File: config.mk
export PLATFORM = sky130hd
export DESIGN_NAME = osd_cmd_rx
export DESIGN_NICKNAME = d
export VERILOG_FILES = /design/src/rtl/osd_rx_pkg.sv /design/src/rtl/osd_rx_sync.sv /design/src/rtl/osd_rx_shifter.sv /design/src/rtl/osd_rx_decoder.sv /design/src/rtl/osd_cmd_rx.sv
export SDC_FILE = /design/constraint.sdc
export NUM_CORES = 1
export LEC_CHECK = 0
export BUFFER_PORTS_ARGS = -buffer_cell sky130_fd_sc_hd__buf_2
export CAP_MARGIN = 10
export CORE_MARGIN = 2
export CORE_UTILIZATION = 55
export DETAILED_ROUTE_END_ITERATION = 6
export HOLD_SLACK_MARGIN = 0.15
export PLACE_DENSITY = 0.81
export SYNTH_ARGS = -nofsm -noshare
export SYNTH_HDL_FRONTEND = slang
export SYNTH_SLANG_ARGS = --single-unit
File: constraint.sdc
create_clock -name clk -period 5.1 [get_ports clk]
set_clock_uncertainty 0.1 [all_clocks]
set_input_delay 0.51 -clock clk [delete_from_list [all_inputs] [get_ports clk]]
set_output_delay 0.51 -clock clk [all_outputs]
set_load 0.01 [all_outputs]
File: src/rtl/osd_rx_pkg.sv
// Shared definitions for the OSD serial command receiver.
// Assumes 8-bit bytes; bit positions below are part of the command encoding.
package osd_rx_pkg;
    localparam int BYTE_W   = 8;
    localparam int ROW_FLAG = 7;   // set in a row address byte
    localparam int AUTO_BIT = 6;   // set in a column byte to start streaming

    typedef enum logic [1:0] {
        ST_WAIT_ROW = 2'd0,   // frame start: only a row byte is accepted
        ST_ADDR     = 2'd1,   // expecting a row or a column byte
        ST_VALUE    = 2'd2,   // next byte is a single value
        ST_STREAM   = 2'd3    // every byte is a value, address auto-advances
    } dec_state_t;
endpackage

File: src/rtl/osd_rx_sync.sv
// Multi-stage synchronizer for a small vector of asynchronous inputs.
// Assumes each bit is independent; every stage resets to RST_VAL.
module osd_rx_sync #(
    parameter int              W       = 3,
    parameter int              STAGES  = 2,
    parameter logic [W-1:0]    RST_VAL = '0
) (
    input  logic         clk,
    input  logic         rst_n,
    input  logic [W-1:0] d_async,
    output logic [W-1:0] q_sync
);
    logic [W-1:0] stg [STAGES];

    // First stage samples the raw pins.
    always_ff @(posedge clk) begin
        if (!rst_n) stg[0] <= RST_VAL;
        else        stg[0] <= d_async;
    end

    genvar g;
    generate
        for (g = 1; g < STAGES; g++) begin : g_stage
            // Each further stage resolves metastability of the one before.
            always_ff @(posedge clk) begin
                if (!rst_n) stg[g] <= RST_VAL;
                else        stg[g] <= stg[g-1];
            end
        end
    endgenerate

    assign q_sync = stg[STAGES-1];
endmodule

File: src/rtl/osd_rx_shifter.sv
// Assembles synchronized SPI bits into bytes.
// Assumes sck, mosi and ss_n come through equal synchronizer depth and that
// sck stays at each level for at least two system clocks.
module osd_rx_shifter
    import osd_rx_pkg::*;
(
    input  logic              clk,
    input  logic              rst_n,
    input  logic              sck_s,
    input  logic              mosi_s,
    input  logic              ss_s,
    output logic              byte_valid,
    output logic [BYTE_W-1:0] byte_data
);
    localparam int CNT_W = $clog2(BYTE_W);

    logic              sck_d;
    logic [BYTE_W-1:0] shreg;
    logic [CNT_W-1:0]  bit_cnt;
    logic              sck_rise;
    logic [BYTE_W-1:0] shreg_nx;

    assign sck_rise = sck_s & ~sck_d;
    assign shreg_nx = {shreg[BYTE_W-2:0], mosi_s};

    // Delayed copy of the synchronized clock for edge detection.
    always_ff @(posedge clk) begin
        if (!rst_n) sck_d <= 1'b0;
        else        sck_d <= sck_s;
    end

    // Shift on each rising edge while selected; emit a byte after the eighth bit.
    always_ff @(posedge clk) begin
        if (!rst_n) begin
            shreg      <= '0;
            bit_cnt    <= '0;
            byte_valid <= 1'b0;
            byte_data  <= '0;
        end else begin
            byte_valid <= 1'b0;
            if (ss_s) begin
                bit_cnt <= '0;
            end else if (sck_rise) begin
                shreg   <= shreg_nx;
                bit_cnt <= bit_cnt + 1'b1;
                if (bit_cnt == CNT_W'(BYTE_W - 1)) begin
                    byte_valid <= 1'b1;
                    byte_data  <= shreg_nx;
                end
            end
        end
    end

    // a deselected link leaves no partial bit count behind.
    a_r8_count_cleared: assert property (@(posedge clk) disable iff (!rst_n)
        ss_s |=> (bit_cnt == '0));

    // no byte is produced from a deselected link.
    a_r1_no_byte_deselected: assert property (@(posedge clk) disable iff (!rst_n)
        (ss_s && sck_rise) |=> !byte_valid);
endmodule

File: src/rtl/osd_rx_decoder.sv
// Turns received bytes into RAM writes according to the packet style.
// Assumes byte_valid pulses are separated by many clocks and that frame_idle
// is high whenever the link is deselected.
module osd_rx_decoder
    import osd_rx_pkg::*;
#(
    parameter int ROW_W    = 4,
    parameter int COL_W    = 5,
    parameter int NUM_ROWS = 11,
    parameter int NUM_COLS = 32
) (
    input  logic              clk,
    input  logic              rst_n,
    input  logic              frame_idle,
    input  logic              byte_valid,
    input  logic [BYTE_W-1:0] byte_data,
    output logic              wr_en,
    output logic [ROW_W-1:0]  wr_row,
    output logic [COL_W-1:0]  wr_col,
    output logic [BYTE_W-1:0] wr_data
);
    localparam logic [ROW_W-1:0] ROW_LAST = ROW_W'(NUM_ROWS - 1);
    localparam logic [COL_W-1:0] COL_LAST = COL_W'(NUM_COLS - 1);

    dec_state_t       state;
    logic [ROW_W-1:0] row_q;
    logic [COL_W-1:0] col_q;
    logic             past_end;
    logic             row_ok;

    assign row_ok = (row_q <= ROW_LAST);

    // Packet state machine, address registers and registered write port.
    always_ff @(posedge clk) begin
        if (!rst_n) begin
            state    <= ST_WAIT_ROW;
            row_q    <= '0;
            col_q    <= '0;
            past_end <= 1'b0;
            wr_en    <= 1'b0;
            wr_row   <= '0;
            wr_col   <= '0;
            wr_data  <= '0;
        end else begin
            wr_en <= 1'b0;
            if (frame_idle) begin
                state    <= ST_WAIT_ROW;
                past_end <= 1'b0;
            end else if (byte_valid) begin
                unique case (state)
                    ST_WAIT_ROW: begin
                        if (byte_data[ROW_FLAG]) begin
                            row_q <= byte_data[ROW_W-1:0];
                            state <= ST_ADDR;
                        end
                    end
                    ST_ADDR: begin
                        if (byte_data[ROW_FLAG]) begin
                            row_q <= byte_data[ROW_W-1:0];
                        end else begin
                            col_q <= byte_data[COL_W-1:0];
                            state <= byte_data[AUTO_BIT] ? ST_STREAM : ST_VALUE;
                        end
                    end
                    ST_VALUE: begin
                        wr_en   <= row_ok;
                        wr_row  <= row_q;
                        wr_col  <= col_q;
                        wr_data <= byte_data;
                        state   <= ST_ADDR;
                    end
                    ST_STREAM: begin
                        wr_en   <= row_ok && !past_end;
                        wr_row  <= row_q;
                        wr_col  <= col_q;
                        wr_data <= byte_data;
                        if (col_q == COL_LAST) begin
                            col_q <= '0;
                            if (row_q >= ROW_LAST) past_end <= 1'b1;
                            else                   row_q    <= row_q + 1'b1;
                        end else begin
                            col_q <= col_q + 1'b1;
                        end
                    end
                    default: state <= ST_WAIT_ROW;
                endcase
            end
        end
    end

    // streaming is left only through the end of the frame.
    a_r7_stream_sticky: assert property (@(posedge clk) disable iff (!rst_n)
        (state == ST_STREAM && !frame_idle) |=> (state == ST_STREAM));

    // a frame end always returns to waiting for a row.
    a_r8_frame_restart: assert property (@(posedge clk) disable iff (!rst_n)
        frame_idle |=> (state == ST_WAIT_ROW));

    // no write can come out before a row has been received.
    a_r2_row_first: assert property (@(posedge clk) disable iff (!rst_n)
        (state == ST_WAIT_ROW) |=> !wr_en);
endmodule

File: src/rtl/osd_cmd_rx.sv
// Top of the OSD serial command receiver: synchronizers, byte assembly and
// packet decoding. Assumes sck is at least four times slower than clk.
module osd_cmd_rx
    import osd_rx_pkg::*;
#(
    parameter int ROW_W       = 4,
    parameter int COL_W       = 5,
    parameter int NUM_ROWS    = 11,
    parameter int NUM_COLS    = 32,
    parameter int SYNC_STAGES = 2
) (
    input  logic             clk,
    input  logic             rst_n,
    input  logic             ss_n,
    input  logic             sck,
    input  logic             mosi,
    output logic             wr_en,
    output logic [ROW_W-1:0] wr_row,
    output logic [COL_W-1:0] wr_col,
    output logic [7:0]       wr_data
);
    logic [2:0]        pins_s;
    logic              byte_valid;
    logic [BYTE_W-1:0] byte_data;

    osd_rx_sync #(
        .W       (3),
        .STAGES  (SYNC_STAGES),
        .RST_VAL (3'b100)
    ) u_sync (
        .clk     (clk),
        .rst_n   (rst_n),
        .d_async ({ss_n, sck, mosi}),
        .q_sync  (pins_s)
    );

    osd_rx_shifter u_shift (
        .clk        (clk),
        .rst_n      (rst_n),
        .sck_s      (pins_s[1]),
        .mosi_s     (pins_s[0]),
        .ss_s       (pins_s[2]),
        .byte_valid (byte_valid),
        .byte_data  (byte_data)
    );

    osd_rx_decoder #(
        .ROW_W    (ROW_W),
        .COL_W    (COL_W),
        .NUM_ROWS (NUM_ROWS),
        .NUM_COLS (NUM_COLS)
    ) u_dec (
        .clk        (clk),
        .rst_n      (rst_n),
        .frame_idle (pins_s[2]),
        .byte_valid (byte_valid),
        .byte_data  (byte_data),
        .wr_en      (wr_en),
        .wr_row     (wr_row),
        .wr_col     (wr_col),
        .wr_data    (wr_data)
    );

    // a write strobe never lasts more than one clock.
    a_r9_single_pulse: assert property (@(posedge clk) disable iff (!rst_n)
        wr_en |=> !wr_en);

    // writes only ever name rows present in the RAM.
    a_r9_row_in_range: assert property (@(posedge clk) disable iff (!rst_n)
        wr_en |-> (wr_row < ROW_W'(NUM_ROWS)));

    // each write follows a completed byte by exactly one clock.
    a_r9_write_after_byte: assert property (@(posedge clk) disable iff (!rst_n)
        wr_en |-> $past(byte_valid));
endmodule

=== Word-level counts from Yosys, hierarchy flattened ===
Memories as Yosys holds them, arrays and structs flattened.
Cells that the tools add are included.
W data, S select, Z words.

* Bits in registers: 50
* Memory bits (writable): 6
* Input port bits: 5
* Output and inout port bits: 18
* Logic and storage cells: 72
* Memories: 1

* $add $sub $neg: 3
* $lt $le $gt $ge: 2
* Equality and inequality tests: 10
* Multiplexer cells: 17
* Bitwise gates (word level): 8
* Reduce and logical (&&, ||, !) cells: 18

{| class="wikitable"
|+ Memories
! memory !! words !! bits a word !! rd ports !! clocked after memory_dff !! wr ports !! RTL line !! text
|-
| u_sync.stg || 2 || 3 || 2 || 0 || 2 || osd_rx_sync.sv:13 || <nowiki>logic [W-1:0] stg [STAGES];</nowiki>
|}

{| class="wikitable"
|+ Operators with widths
! cell !! number
|-
| $mux W4 || 3
|-
| $reduce_and A4 Y1 || 3
|-
| $mux W5 || 2
|-
| $pmux W5 S2 || 1
|-
| $pmux W4 S2 || 1
|-
| $mux W3 || 2
|-
| $ne A2 B2 Y1 const B || 3
|-
| $pmux W2 S3 || 1
|-
| $reduce_and A3 Y1 || 2
|-
| $reduce_and A6 Y1 || 1
|-
| $reduce_or A2 Y1 || 3
|-
| $reduce_or A3 Y1 || 2
|-
| $add A5 B1 Y5 const B || 1
|-
| $eq A5 B5 Y1 const B || 1
|-
| $not A1 Y1 || 5
|-
| $add A4 B1 Y4 const B || 1
|-
| $eq A2 B2 Y1 const B || 2
|-
| $ge A4 B4 Y1 const B || 1
|-
| $le A4 B4 Y1 const B || 1
|-
| $mux W1 || 4
|-
| $mux W2 || 2
|-
| $ne A2 B1 Y1 const B || 2
|-
| $reduce_bool A2 Y1 || 2
|-
| $add A3 B1 Y3 const B || 1
|-
| other kinds (10) || 11
|}

=== Longest topological paths before layout ===
* Depth in word-level cells: 4
* Depth in mapped cells: 7
* Gate-level depth less buffers: 7

=== Modules after synthesis ===
A second synthesis with hierarchy kept.

* Cells, all modules: 256
* Area total of the unflattened synthesis: 2299.7 um2

{| class="wikitable"
|+ By module, submodules not included
! module !! instances !! cells each !! area each (um2) !! sequential area each (um2)
|-
| osd_rx_decoder || 1 || 166 || 1338.8 || 600.6
|-
| osd_rx_shifter || 1 || 78 || 803.3 || 400.4
|-
| osd_rx_sync || 1 || 12 || 157.7 || 120.1
|}

=== Least setup slack after synthesis ===
Ideal clock, no wire load.

* Kind: register -> register
* Start point: register u_dec.col_q[1]
* End point: register u_dec.row_q[3]
* Setup time: 0.127 ns
* Data arrival time: 1.551 ns
* Required time: 4.873 ns
* Path slack: 3.321 ns
* Stages on the path, launching flop included: 8
* Path buffers: 0
* Clock period less this slack: 1.779 ns
* Cell sequence: dfxtp_1 > ha_1 > and3_1 > ha_1 > nand3_1 > o21a_1 > o311ai_1 > o21ai_1

* Cells in the longest elaborated chain, start to end: 3

{| class="wikitable"
|+ RTL lines
! item !! RTL line !! text
|-
| from (decl) || osd_rx_decoder.sv:27 || <nowiki>logic [COL_W-1:0] col_q;</nowiki>
|-
| from (signal assigned) || osd_rx_decoder.sv:61 || <nowiki>col_q <= byte_data[COL_W-1:0];</nowiki>
|-
| from (signal assigned) || osd_rx_decoder.sv:82 || <nowiki>col_q <= col_q + 1'b1;</nowiki>
|-
| $eq A5 B5 Y1 || osd_rx_decoder.sv:77 || <nowiki>if (col_q == COL_LAST) begin</nowiki>
|-
| $ne A2 B1 Y1 (no source line) || n/a ||
|-
| $reduce_and A6 Y1 (no source line) || n/a ||
|-
| to (signal assigned) || osd_rx_decoder.sv:53 || <nowiki>row_q <= byte_data[ROW_W-1:0];</nowiki>
|-
| to (signal assigned) || osd_rx_decoder.sv:59 || <nowiki>row_q <= byte_data[ROW_W-1:0];</nowiki>
|-
| to (signal assigned) || osd_rx_decoder.sv:80 || <nowiki>else row_q <= row_q + 1'b1;</nowiki>
|-
| to (decl) || osd_rx_decoder.sv:26 || <nowiki>logic [ROW_W-1:0] row_q;</nowiki>
|}

No other way between the ends.
A chain may end at the register's enable or synchronous reset.

=== Final worst setup path ===
* Start point: register u_dec.col_q[0]
* End point: register u_dec.row_q[3]

The elaborated chain is that of the path after synthesis.

==> metrics.csv <==
metric,value,unit
post-route-min-period,2.09,ns
synth_top_area_share,49.2,%
timing.rr.end,u_dec.row_q[3],
synth.area.mux_share,3.95,%
post_synth_xor_area_fraction,0.768,%
y_dimension_of_the_die,68.4,microns
detailedRoute.firstPassIterationCount,4,
floorplan.die.width,68.4,microns
clockBufferDepth,2,
worst_hold_startpoint,ss_n,
number_of_clock_buffers_inserted_by_tritoncts,5,
ys.warnings.count,0,
synth.top_cells.by_area,"dfxtp_1 49%, nand2_1 9.4%, a21oi_1 7.0%",
synthDistinctLibCells,41,
clockRootBuffer,clkbuf_8,
drv_cap,0,
synth_common_cells,"57 x nand2_1, 56 x dfxtp_1, 32 x a21oi_1, 14 x nor2_1",
synth.largest_area_cell,dfxtp_1,
ys_dominant_reg_cell,dfxtp_1,
tritoncts_clock_tree,done,
syn_inst,258,
clkSinkCount,56,
initial_drc_count,170,
post_layout_nonfiller_instances,325,
grt_remaining_overflow,0,
hold_slack,0.282,ns
cts.hold.buffers_added,0,
worstMarginPinSlew,0.643,ns
post-route-drc-count,0,
worst_setup_path_end_kind,flip-flop,
pwr_dens,284,mW/mm^2
rr_worst_depth,7,
maximum_ir_drop_on_the_vdd_rail,162,uV
worstPathMaxFanout,6,
start_kind,flip-flop,
area_delta_synth_final,7.96,%
holdCritPathClass,input pin to flip-flop,
wire_length_of_the_first_global_routing_pass,7.33,mm
finalCoreUtilization,61.5,%
layout.nets,285,
synth_edf_count,0,
floorplan.initialDensity,57.0,%
final_max_slew_viol_count,0,
design.portCount,23,
fmaxAchievable,0.479,GHz
cts_setup_buffers,0,
worst_setup_hold_path_clk_slew,0.09,ns
fin_tns_setup,0,ns
worst_hold_path.num_cells,2,
num_rows,23,
cp.arrival,2.19,ns
routed-via-count,1773,
groute.usage.overall,20.8,%
crit_type,flip-flop to flip-flop,
vias_in_the_first_global_route,1659,
timing.slew.headroom,57.2,%
final_layout_size_suffix_gt1_share,14.2,%
dieArea,0.00468,sq mm
number_of_h_tree_levels,2,
post_drt_wl_per_cell,13.1,microns
place.detailed.hpwl,2.87,mm
multiInputGateArea,0.00105,sq mm
gp_congestion,0.937,
run_status,finished clean,
synthesis.area,0.00228,sq mm
rrSetupSlack,3.01,ns
postRouteWirelength,4.25,mm
synth_seq_cells,56,
fillerInstances,368,
pin_count_of_the_biggest_net_entering_global_routing,42,
synth_fa_ha_area_share,3.29,%
setup-violations-final,0,
antenna_found_initial,0,
rsz_0062_raised_after_global_routing,no,
antenna_violating_nets_post_route,0,
dominant_combinational_cell_family_by_area_after_synthesis,simple AND/OR/NAND/NOR gates,
crit_required,5.20,ns
buffers_added_on_ports,22,
vias_per_cell,5.46,
r2r-start,u_dec.col_q[0],
synth-seq-area-share,49.2,%
final-seq-area,0.00112,sq mm
synthMostInstantiatedCell,nand2_1,
holdPathEnd,u_sync.stg[0][2],
design.core.area,0.00400,sq mm
synth_area_per_cell,8.84,sq um
clk_latency,0.31,ns
mappedNetlistNets,269,
resized_after_cts,0,
antenna_cells,0,
synth-simple-area-share,21.7,%
post_synthesis_async_set_or_reset_flop_share,0,%
period_share,40.9,%
fraction_of_the_mapped_netlist_area_in_compound_gates,16.2,%
p_leak,0.898,nW
placed_cells,317,
timing_hold_violations_final,0,
## through the flow
stage | worst slack [ns] | cell area (sq um) | power (mW)
floorplan | 3.32 | 2280 | 0.459
global placement | 3.21 | 2370 | 0.463
detailed placement | 3.06 | 2370 | 0.463
CTS | 3.05 | 2460 | 0.708
global route | 2.91 | 2460 | 0.725
finish | 3.01 | 2460 | 0.699
## power breakdown
group | internal [mW] | leakage, nW | switching [mW]
Clock | 0.111 | 0.0455 | 0.135
Combinational | 0.00408 | 0.400 | 0.00842
Sequential | 0.439 | 0.452 | 0.00110
Total | 0.554 | 0.898 | 0.145
## how the worst max path moves through the flow
stage,start,to,slack [ns],cells past startpoint
finish,u_dec.col_q[0],u_dec.row_q[3],3.01,7
global placement,u_dec.col_q[0],u_dec.row_q[3],3.21,7
floorplan,u_dec.col_q[1],u_dec.row_q[3],3.32,7
CTS,u_dec.col_q[0],u_dec.row_q[3],3.05,7
detailed placement,u_dec.col_q[0],u_dec.row_q[3],3.06,7
global route,u_dec.col_q[0],u_dec.row_q[0],2.91,7
## sequential cells by signal (all words and copies together) (netlist names)
register            count
u_dec.col_q             5
u_dec.past_end          1
u_dec.row_q             4
u_dec.state             2
u_dec.wr_col            5
u_dec.wr_data           8
u_dec.wr_en             1
u_dec.wr_row            4
u_shift.bit_cnt         3
u_shift.byte_data       8
u_shift.byte_valid      1
u_shift.sck_d           1
u_shift.shreg           7
u_sync.stg              6
## worst max-delay path, cell delays in order (launching register included)
cell	delay, ns
dfxtp_1	0.43
ha_1	0.22
and3_1	0.18
ha_1	0.26
nand3_1	0.15
o21a_1	0.25
o311ai_1	0.29
o21ai_1	0.10
## cell families after synthesis
kind of cell / Yosys count
and+or+nand+nor: 107
AOI/OAI and AO/OA: 59
DFF: 56
buffers and inverters: 19
muxes: 9
adders and majority gates: 6
xor gates and xnor gates: 2
## metal layers
| layer | global-route usage, % | routed length (microns) |
|---|---|---|
| met5 | 0 | 0 |
| met4 | 7.50 | 64 |
| met3 | 5.43 | 207 |
| met2 | 34.6 | 2000 |
| met1 | 25.7 | 1970 |
## cell type report
cell class / count / share of cell area [%]
Sequential cell: 56 / 45.6
Multi-Input combinational cell: 183 / 42.6
Timing Repair Buffer: 24 / 5.08
Clock buffer: 8 / 3.66
Tap cell: 50 / 2.54
Inverter: 4 / 0.610
## layout by cell type, fill, tap and decap left out, drive strengths merged
| cell | Yosys | layout |
|---|---|---|
| nor4b | 1 | 1 |
| nand2b | 4 | 4 |
| nand2 | 58 | 58 |
| xnor2 | 1 | 1 |
| nand3 | 7 | 7 |
| and2 | 8 | 8 |
| clkbuf | 5 | 8 |
| o31a | 1 | 1 |
| o31ai | 1 | 1 |
| o311ai | 1 | 1 |
| nor3 | 2 | 2 |
| buf | 10 | 24 |
| o41ai | 1 | 1 |
| o21ai | 11 | 11 |
| inv | 4 | 4 |
| a311o | 1 | 1 |
| or3 | 1 | 1 |
| nor3b | 2 | 2 |
| ha | 6 | 6 |
| a21bo | 1 | 1 |
| o311a | 1 | 1 |
| o21a | 2 | 2 |
| o211ai | 1 | 1 |
| a2111oi | 1 | 1 |
| and3 | 3 | 3 |
| nor2b | 4 | 4 |
| or2b | 1 | 1 |
| a311oi | 2 | 2 |
| nor2 | 16 | 16 |
| mux2i | 9 | 9 |
| xor2 | 1 | 1 |
| a31oi | 3 | 3 |
| a21oi | 32 | 32 |
| dfxtp | 56 | 56 |
Note: power is estimated with default switching activity, not from simulation.
